`config.mk`:
```
export PLATFORM = sky130hd
export DESIGN_NAME = crm_gate_seq
export DESIGN_NICKNAME = d
export VERILOG_FILES = /design/src/rtl/crm_pkg.sv /design/src/rtl/crm_tick_cnt.sv /design/src/rtl/crm_fault_gate.sv /design/src/rtl/crm_seq_fsm.sv /design/src/rtl/crm_gate_seq.sv
export SDC_FILE = /design/constraint.sdc
export NUM_CORES = 1
export LEC_CHECK = 0
export BUFFER_PORTS_ARGS = -buffer_cell sky130_fd_sc_hd__buf_2
export CORE_MARGIN = 4
export CORE_UTILIZATION = 30
export DETAILED_ROUTE_END_ITERATION = 16
export REMOVE_ABC_BUFFERS = 1
export SYNTH_ARGS = -nofsm -noshare
export SYNTH_HDL_FRONTEND = slang
export SYNTH_SLANG_ARGS = --single-unit
export TNS_END_PERCENT = 5
```
`constraint.sdc`:
```
create_clock -name clk -period 2.65 [get_ports clk]
set_clock_uncertainty 0.1 [all_clocks]
set_input_delay 0.265 -clock clk [delete_from_list [all_inputs] [get_ports clk]]
set_output_delay 0.265 -clock clk [all_outputs]
set_load 0.01 [all_outputs]
```
`src/rtl/crm_pkg.sv`:
```
package crm_pkg;

   typedef enum logic [2:0] {
      ST_WAIT  = 3'd0,   // restart wait after reset or fault
      ST_ON    = 3'd1,   // switch conducting
      ST_DEMAG = 3'd2,   // normal off-time, watching demagnetization
      ST_BURST = 3'd3,   // long fixed off-time
      ST_LOWP  = 3'd4    // short fixed off-time
   } crm_state_e;

endpackage

```
`src/rtl/crm_tick_cnt.sv`:
```
module crm_tick_cnt #(
   parameter int unsigned W = 8
) (
   input  logic         clk,
   input  logic         rst_n,
   input  logic         clr,
   output logic [W-1:0] q
);

   if (W < 1) begin : g_bad_w
      $error("crm_tick_cnt: W must be at least 1");
   end

   // saturating up-counter, restarted at every state change
   always_ff @(posedge clk or negedge rst_n) begin
      if (!rst_n)          q <= '0;
      else if (clr)        q <= '0;
      else if (q != '1)    q <= q + 1'b1;
   end

endmodule

```
`src/rtl/crm_fault_gate.sv`:
```
module crm_fault_gate (
   input  logic clk,
   input  logic rst_n,
   input  logic ovp_i,
   input  logic therm_i,
   input  logic short_trip_i,
   input  logic short_clr_i,
   output logic halt_o,
   output logic short_o
);

   logic short_q;

   // hysteretic latch: set by the low trip, cleared only by the higher release
   always_ff @(posedge clk or negedge rst_n) begin
      if (!rst_n)            short_q <= 1'b0;
      else if (short_trip_i) short_q <= 1'b1;
      else if (short_clr_i)  short_q <= 1'b0;
   end

   assign short_o = short_q;
   assign halt_o  = ovp_i | therm_i | short_trip_i | short_q;

endmodule

```
`src/rtl/crm_seq_fsm.sv`:
```
module crm_seq_fsm
   import crm_pkg::*;
#(
   parameter int unsigned BLANK_CYC   = 14,
   parameter int unsigned OFF_MAX_CYC = 34000,
   parameter int unsigned LP_OFF_CYC  = 4200,
   parameter int unsigned W           = 16
) (
   input  logic clk,
   input  logic rst_n,
   input  logic halt_i,
   input  logic pk_i,
   input  logic oc_i,
   input  logic zarm_i,
   input  logic zlow_i,
   input  logic burst_i,
   input  logic lowp_i,
   output logic gate_o,
   output logic blank_o
);

   localparam logic [W-1:0] OFF_LAST = W'(OFF_MAX_CYC - 1);
   localparam logic [W-1:0] LP_LAST  = W'(LP_OFF_CYC - 1);

   crm_state_e   st, nxt;
   logic [W-1:0] cnt;
   logic         cnt_clr;
   logic         armed;
   logic         past_blank;

   crm_tick_cnt #(.W(W)) u_cnt (
      .clk   (clk),
      .rst_n (rst_n),
      .clr   (cnt_clr),
      .q     (cnt)
   );

   // blanking variant: none at all, or a counted leading-edge window
   if (BLANK_CYC == 0) begin : g_noblank
      assign past_blank = 1'b1;
      assign blank_o    = 1'b0;
   end else begin : g_blank
      localparam logic [W-1:0] BLANK_W = W'(BLANK_CYC);
      assign past_blank = (cnt >= BLANK_W);
      assign blank_o    = (st == ST_ON) && !past_blank;
   end

   always_comb begin
      nxt     = st;
      cnt_clr = 1'b0;
      if (halt_i) begin
         nxt     = ST_WAIT;
         cnt_clr = 1'b1;
      end else begin
         unique case (st)
            ST_WAIT:  if (cnt == OFF_LAST) nxt = ST_ON;
            ST_ON: begin
               if (oc_i || (pk_i && past_blank)) begin
                  if (lowp_i)       nxt = ST_LOWP;
                  else if (burst_i) nxt = ST_BURST;
                  else              nxt = ST_DEMAG;
               end
            end
            ST_DEMAG: if ((armed && zlow_i) || cnt == OFF_LAST) nxt = ST_ON;
            ST_BURST: if (cnt == OFF_LAST) nxt = ST_ON;
            ST_LOWP:  if (cnt == LP_LAST)  nxt = ST_ON;
            default:  nxt = ST_WAIT;
         endcase
         if (nxt != st) cnt_clr = 1'b1;
      end
   end

   always_ff @(posedge clk or negedge rst_n) begin
      if (!rst_n) begin
         st    <= ST_WAIT;
         armed <= 1'b0;
      end else begin
         st    <= nxt;
         armed <= (st == ST_DEMAG && nxt == ST_DEMAG) ? (armed | zarm_i) : 1'b0;
      end
   end

   assign gate_o = (st == ST_ON);

   // blanking never outside an on-time
   p_blank_in_on_r3: assert property (@(posedge clk) disable iff (!rst_n)
      blank_o |-> gate_o);

   // a low-power off-time never runs past its fixed length
   p_lowp_len_r8: assert property (@(posedge clk) disable iff (!rst_n)
      (st == ST_LOWP) |-> (cnt <= LP_LAST));

   // no normal off-time outlives the restart timer
   p_off_bound_r6: assert property (@(posedge clk) disable iff (!rst_n)
      (st == ST_DEMAG && cnt == OFF_LAST && !halt_i) |=> gate_o);

endmodule

```
`src/rtl/crm_gate_seq.sv`:
```
module crm_gate_seq
   import crm_pkg::*;
#(
   parameter int unsigned BLANK_CYC   = 14,
   parameter int unsigned OFF_MAX_CYC = 34000,
   parameter int unsigned LP_OFF_CYC  = 4200
) (
   input  logic clk,
   input  logic rst_n,
   input  logic pk_trip,
   input  logic oc_trip,
   input  logic demag_arm,
   input  logic demag_low,
   input  logic burst_req,
   input  logic fb_ovp,
   input  logic fb_short,
   input  logic fb_release,
   input  logic lowpwr_req,
   input  logic therm_flt,
   output logic gate_en,
   output logic cs_blank
);

   localparam int unsigned MAX_A = (OFF_MAX_CYC > LP_OFF_CYC) ? OFF_MAX_CYC : LP_OFF_CYC;
   localparam int unsigned MAX_L = (MAX_A > BLANK_CYC) ? MAX_A : BLANK_CYC;
   localparam int unsigned CW    = $clog2(MAX_L + 1);

   if (OFF_MAX_CYC < 2 || LP_OFF_CYC < 1) begin : g_bad_off
      $error("crm_gate_seq: off-time limits too small");
   end
   if (BLANK_CYC >= OFF_MAX_CYC) begin : g_bad_blank
      $error("crm_gate_seq: blanking must be shorter than the restart timer");
   end

   logic halt;
   logic short_held;

   crm_fault_gate u_fault (
      .clk          (clk),
      .rst_n        (rst_n),
      .ovp_i        (fb_ovp),
      .therm_i      (therm_flt),
      .short_trip_i (fb_short),
      .short_clr_i  (fb_release),
      .halt_o       (halt),
      .short_o      (short_held)
   );

   crm_seq_fsm #(
      .BLANK_CYC   (BLANK_CYC),
      .OFF_MAX_CYC (OFF_MAX_CYC),
      .LP_OFF_CYC  (LP_OFF_CYC),
      .W           (CW)
   ) u_fsm (
      .clk     (clk),
      .rst_n   (rst_n),
      .halt_i  (halt),
      .pk_i    (pk_trip),
      .oc_i    (oc_trip),
      .zarm_i  (demag_arm),
      .zlow_i  (demag_low),
      .burst_i (burst_req),
      .lowp_i  (lowpwr_req),
      .gate_o  (gate_en),
      .blank_o (cs_blank)
   );

   // over-current ends conduction on the next edge
   p_oc_cut_r4: assert property (@(posedge clk) disable iff (!rst_n)
      (gate_en && oc_trip) |=> !gate_en);

   // peak trip outside blanking ends conduction
   p_pk_cut_r2: assert property (@(posedge clk) disable iff (!rst_n)
      (gate_en && pk_trip && !cs_blank) |=> !gate_en);

   // any fault flag leaves the gate off on the next edge
   p_fault_off_r9: assert property (@(posedge clk) disable iff (!rst_n)
      (fb_ovp || therm_flt || fb_short) |=> !gate_en);

   // a held short stays off until the release flag
   p_short_hold_r10: assert property (@(posedge clk) disable iff (!rst_n)
      (short_held && !fb_release) |=> !gate_en);

   // every on-time opens with blanking when a window is configured
   if (BLANK_CYC > 0) begin : g_blank_chk
      p_blank_first_r3: assert property (@(posedge clk) disable iff (!rst_n)
         $rose(gate_en) |-> cs_blank);
   end

endmodule

```
==> summary.txt <==
Clock network
  • Number of post-CTS setup repair buffers: 0
  • Maximum count of clock buffers along a single path: 2
  • CTS clock-pin slew for the worst setup and hold paths: 0.07 ns
  • Clock net sink count: 21
  • Root cell of the clock tree: sky130_fd_sc_hd__clkbuf_8
  • CTS tree: done
  • Clock insertion delay at the later pin of the skew report: 0.25 ns
  • CTS HTree Levels: 1
  • Inserted Clock Buffers: 3

Route
  • Drt initial violations: 86
  • Final WL: 3020 um
  • Drc violations: 0
  • Average detailed-routed wire length per instance: 14.0 um
  • TritonRoute pass-1 iters: 4
  • Post-detailed-route via-to-cell ratio: 5.43
  • Vias post-DR: 1172
  • Routed wl met2: 1330 um
  • Highest routing layer actually used: met4
  • Antenna Violating Nets Remaining: 0
  • Routed length on met3: 149 um
  • WL met1: 1540 um

Cells and area
  • Proportion of layout cells with a drive suffix above 1: 0.169
  • Most common library cell in the layout ignoring fill and taps: sky130_fd_sc_hd__nor2_1
  • Number of nets in the finished design: 181
  • Layout area overhead: 15.3%
  • Layout Utilization: 0.363
  • Area of all placed cells without fillers: 1480 um2
  • Most frequent cells in the layout: sky130_fd_sc_hd__nor2_1, sky130_fd_sc_hd__dfrtp_1, sky130_fd_sc_hd__buf_2
  • Antenna diodes: 0

Power and ir drop
  • Cell Pwr Density: 371 nW/um2
  • Max VDD drop: 0.332 mV
  • Reported leakage power: 0.589 nW

Worst setup path
  • Category of the worst setup path launch point: flop
  • Critical-path cell list: or4_4 -> or4_1 -> nor2_2 -> a2111o_2 -> nor2_1
  • Max stage delay cell, worst path: sky130_fd_sc_hd__or4_4
  • Worst Setup Path Type: flop to flop
  • Category of cells accounting for the largest share of critical-path delay: simple AND/OR/NAND/NOR gates
  • CP peak stage delay: 0.58 ns
  • Startpoint of the worst-slack reg-to-reg timing path: u_fsm.u_cnt.q[9]
  • Req. time, crit path: 2.68 ns
  • Kind of capture point of the worst setup path: flop
  • Internal reg-to-reg setup slack: 0.25 ns
  • Crit path buffers/inverters: 0
  • Timing startpoint of the critical path: u_fsm.u_cnt.q[9]
  • Biggest fanout along the worst timing path: 16
  • Data arrival at the endpoint of the critical path: 2.43 ns

Logic synthesis
  • Warnings, synthesis: 0
  • Portion of the post-synthesis area used by sequential elements: 0.409
  • Main synth FF type: sky130_fd_sc_hd__dfrtp_1
  • Post-Synthesis Cell Area: 1290 um2
  • Synthesized instance count: 148
  • Mean post-synth cell area: 8.69 um2
  • Number of flops mapped to enable cells by yosys: 0
  • Distinct cells, synth: 37
  • Ys async rst share: 1.00
  • Post-synthesis sequential element count: 21

Timing
  • Measured slew at the worst slew-check pin: 0.569 ns
  • RSZ-0062 raised after global routing: no
  • Max-slew violation count: 0
  • Setup-failing EPs final: 0
  • Count of endpoints failing hold in the final timing report: 0
  • Slew HR: 0.620
  • Final TNS setup: 0 ns
  • Fraction of the cycle the final worst path needs: 0.905
  • Post-layout minimum cycle time: 2.40 ns
  • Fmax: 417 MHz

Worst hold path
  • Hold_sp: fb_short
  • Class of the tightest hold or removal check: input pin to flop

Global route
  • Remaining Overflow, GRT: 0
  • Gr usage total: 0.123
  • First-pass GRT wire length: 5330 um
  • Number of antenna violations at the first check in global routing: 0
  • Vias in the first global route: 1140
  • Maximum number of pins on one net before global-route repair: 22

Outcome
  • Run status: completed

Placed design
  • Detailed Place HPWL: 2220 um
  • Placed cell area: 1420 um2
  • Final weighted congestion in routability-driven placement: 0.806
  • Port Buffer Count: 13

Die
  • Core region area: 4090 um2
  • Effective utilization at floorplan: 0.315
  • Vertical die dimension: 73.5 um
  • I/O pins: 14
  • Width of the die: 73.5 um
  • Die footprint: 5400 um2
  • Number of placement rows: 23

Run
  • Max-cap viol count: 0
==> synthesized netlist by cell type, types with 2 or more instances <==
library cell	instances	share of area
sky130_fd_sc_hd__a31oi_1	5	0.024
sky130_fd_sc_hd__o211ai_1	3	0.018
sky130_fd_sc_hd__nand2_1	11	0.032
sky130_fd_sc_hd__a311oi_1	3	0.020
sky130_fd_sc_hd__ha_1	2	0.019
sky130_fd_sc_hd__and3_1	2	0.0097
sky130_fd_sc_hd__a211oi_2	2	0.019
sky130_fd_sc_hd__dfrtp_1	21	0.41
sky130_fd_sc_hd__mux2i_1	2	0.016
sky130_fd_sc_hd__nor3b_1	3	0.018
sky130_fd_sc_hd__nor3_1	7	0.027
sky130_fd_sc_hd__or2_2	2	0.0097
sky130_fd_sc_hd__a21oi_1	6	0.023
sky130_fd_sc_hd__nand3_1	9	0.035
sky130_fd_sc_hd__nor4_1	4	0.019
sky130_fd_sc_hd__clkbuf_1	3	0.0088
sky130_fd_sc_hd__xnor2_1	5	0.034
sky130_fd_sc_hd__nor2_1	22	0.064
sky130_fd_sc_hd__nand4_1	4	0.019
sky130_fd_sc_hd__or3_1	2	0.0097
sky130_fd_sc_hd__a21o_1	2	0.012
sky130_fd_sc_hd__inv_1	9	0.026
sky130_fd_sc_hd__or4_1	5	0.029
==> power by group <==
group / leakage (nW) / switching, mW / internal, mW
combinational: 0.276 / 0.0135 / 0.00962
sequential: 0.290 / 0.00110 / 0.322
clock: 0.0228 / 0.0976 / 0.107
total: 0.589 / 0.112 / 0.438
==> worst register-to-register path, delay by kind of cell, from the launching register on <==
| kind | cells | cell delay, ns |
|---|---|---|
| AO/OA/AOI/OAI | 1 | 0.36 |
| AND/OR/NAND/NOR | 4 | 1.39 |
| flip-flops | 1 | 0.44 |
==> metal layers <==
| metal | vias up | track usage |
|---|---|---|
| li1 | 585 | - |
| met2 | 22 | 0.198 |
| met5 | - | 0 |
| met4 | 0 | 0.00604 |
| met1 | 563 | 0.178 |
| met3 | 2 | 0.0287 |
==> what timing repair did <==
item                                    CTS  global route
hold endpoints to repair                 21             0
resized for setup                         0             1
endpoints found under the setup margin    0             8
hold buffers                              1             0
==> through the flow <==
stage,total power [mW],setup slack [ns],std cells,hold WS [ns]
floorplan,0.334,0.466,144,-0.131
global placement,0.351,0.222,211,0.152
detailed placement,0.351,0.208,211,0.151
CTS,0.563,0.187,216,0.0979
global route,0.581,0.110,216,0.106
finish,0.550,0.250,216,0.103
==> cell type report <==
class,count,area (um2)
Fill cell,437,2600
Multi-Input combinational cell,114,711
Sequential cell,21,526
Timing Repair Buffer,18,105
Tap cell,50,62.6
Clock buffer,4,45.0
Inverter,9,33.8
==> registers in the layout (all words and copies together), names as in the netlist <==
signal           cells
u_fault.short_o      1
u_fsm.armed          1
u_fsm.st             3
u_fsm.u_cnt.q       16
==> path summary, 6_finish.rpt <==
kind,to,cells after the start
setup / recovery,u_fsm.u_cnt.q[12],5
hold / removal,u_fault.short_o,2
setup reg to reg,u_fsm.u_cnt.q[12],5
hold reg to reg,u_fault.short_o,1
max in group asynchronous,u_fsm.u_cnt.q[15],2
min in group asynchronous,u_fsm.u_cnt.q[3],2
==> cell families after synthesis <==
kind of cell | Yosys count | synth area share
buf+inv | 13 | 0.0438
simple gates | 76 | 0.305
fa+ha+maj | 2 | 0.0195
compound gates | 29 | 0.173
xor+xnor | 5 | 0.0340
mux | 2 | 0.0156
flops | 21 | 0.409
No activity file was read; power rests on OpenSTA's default activity.
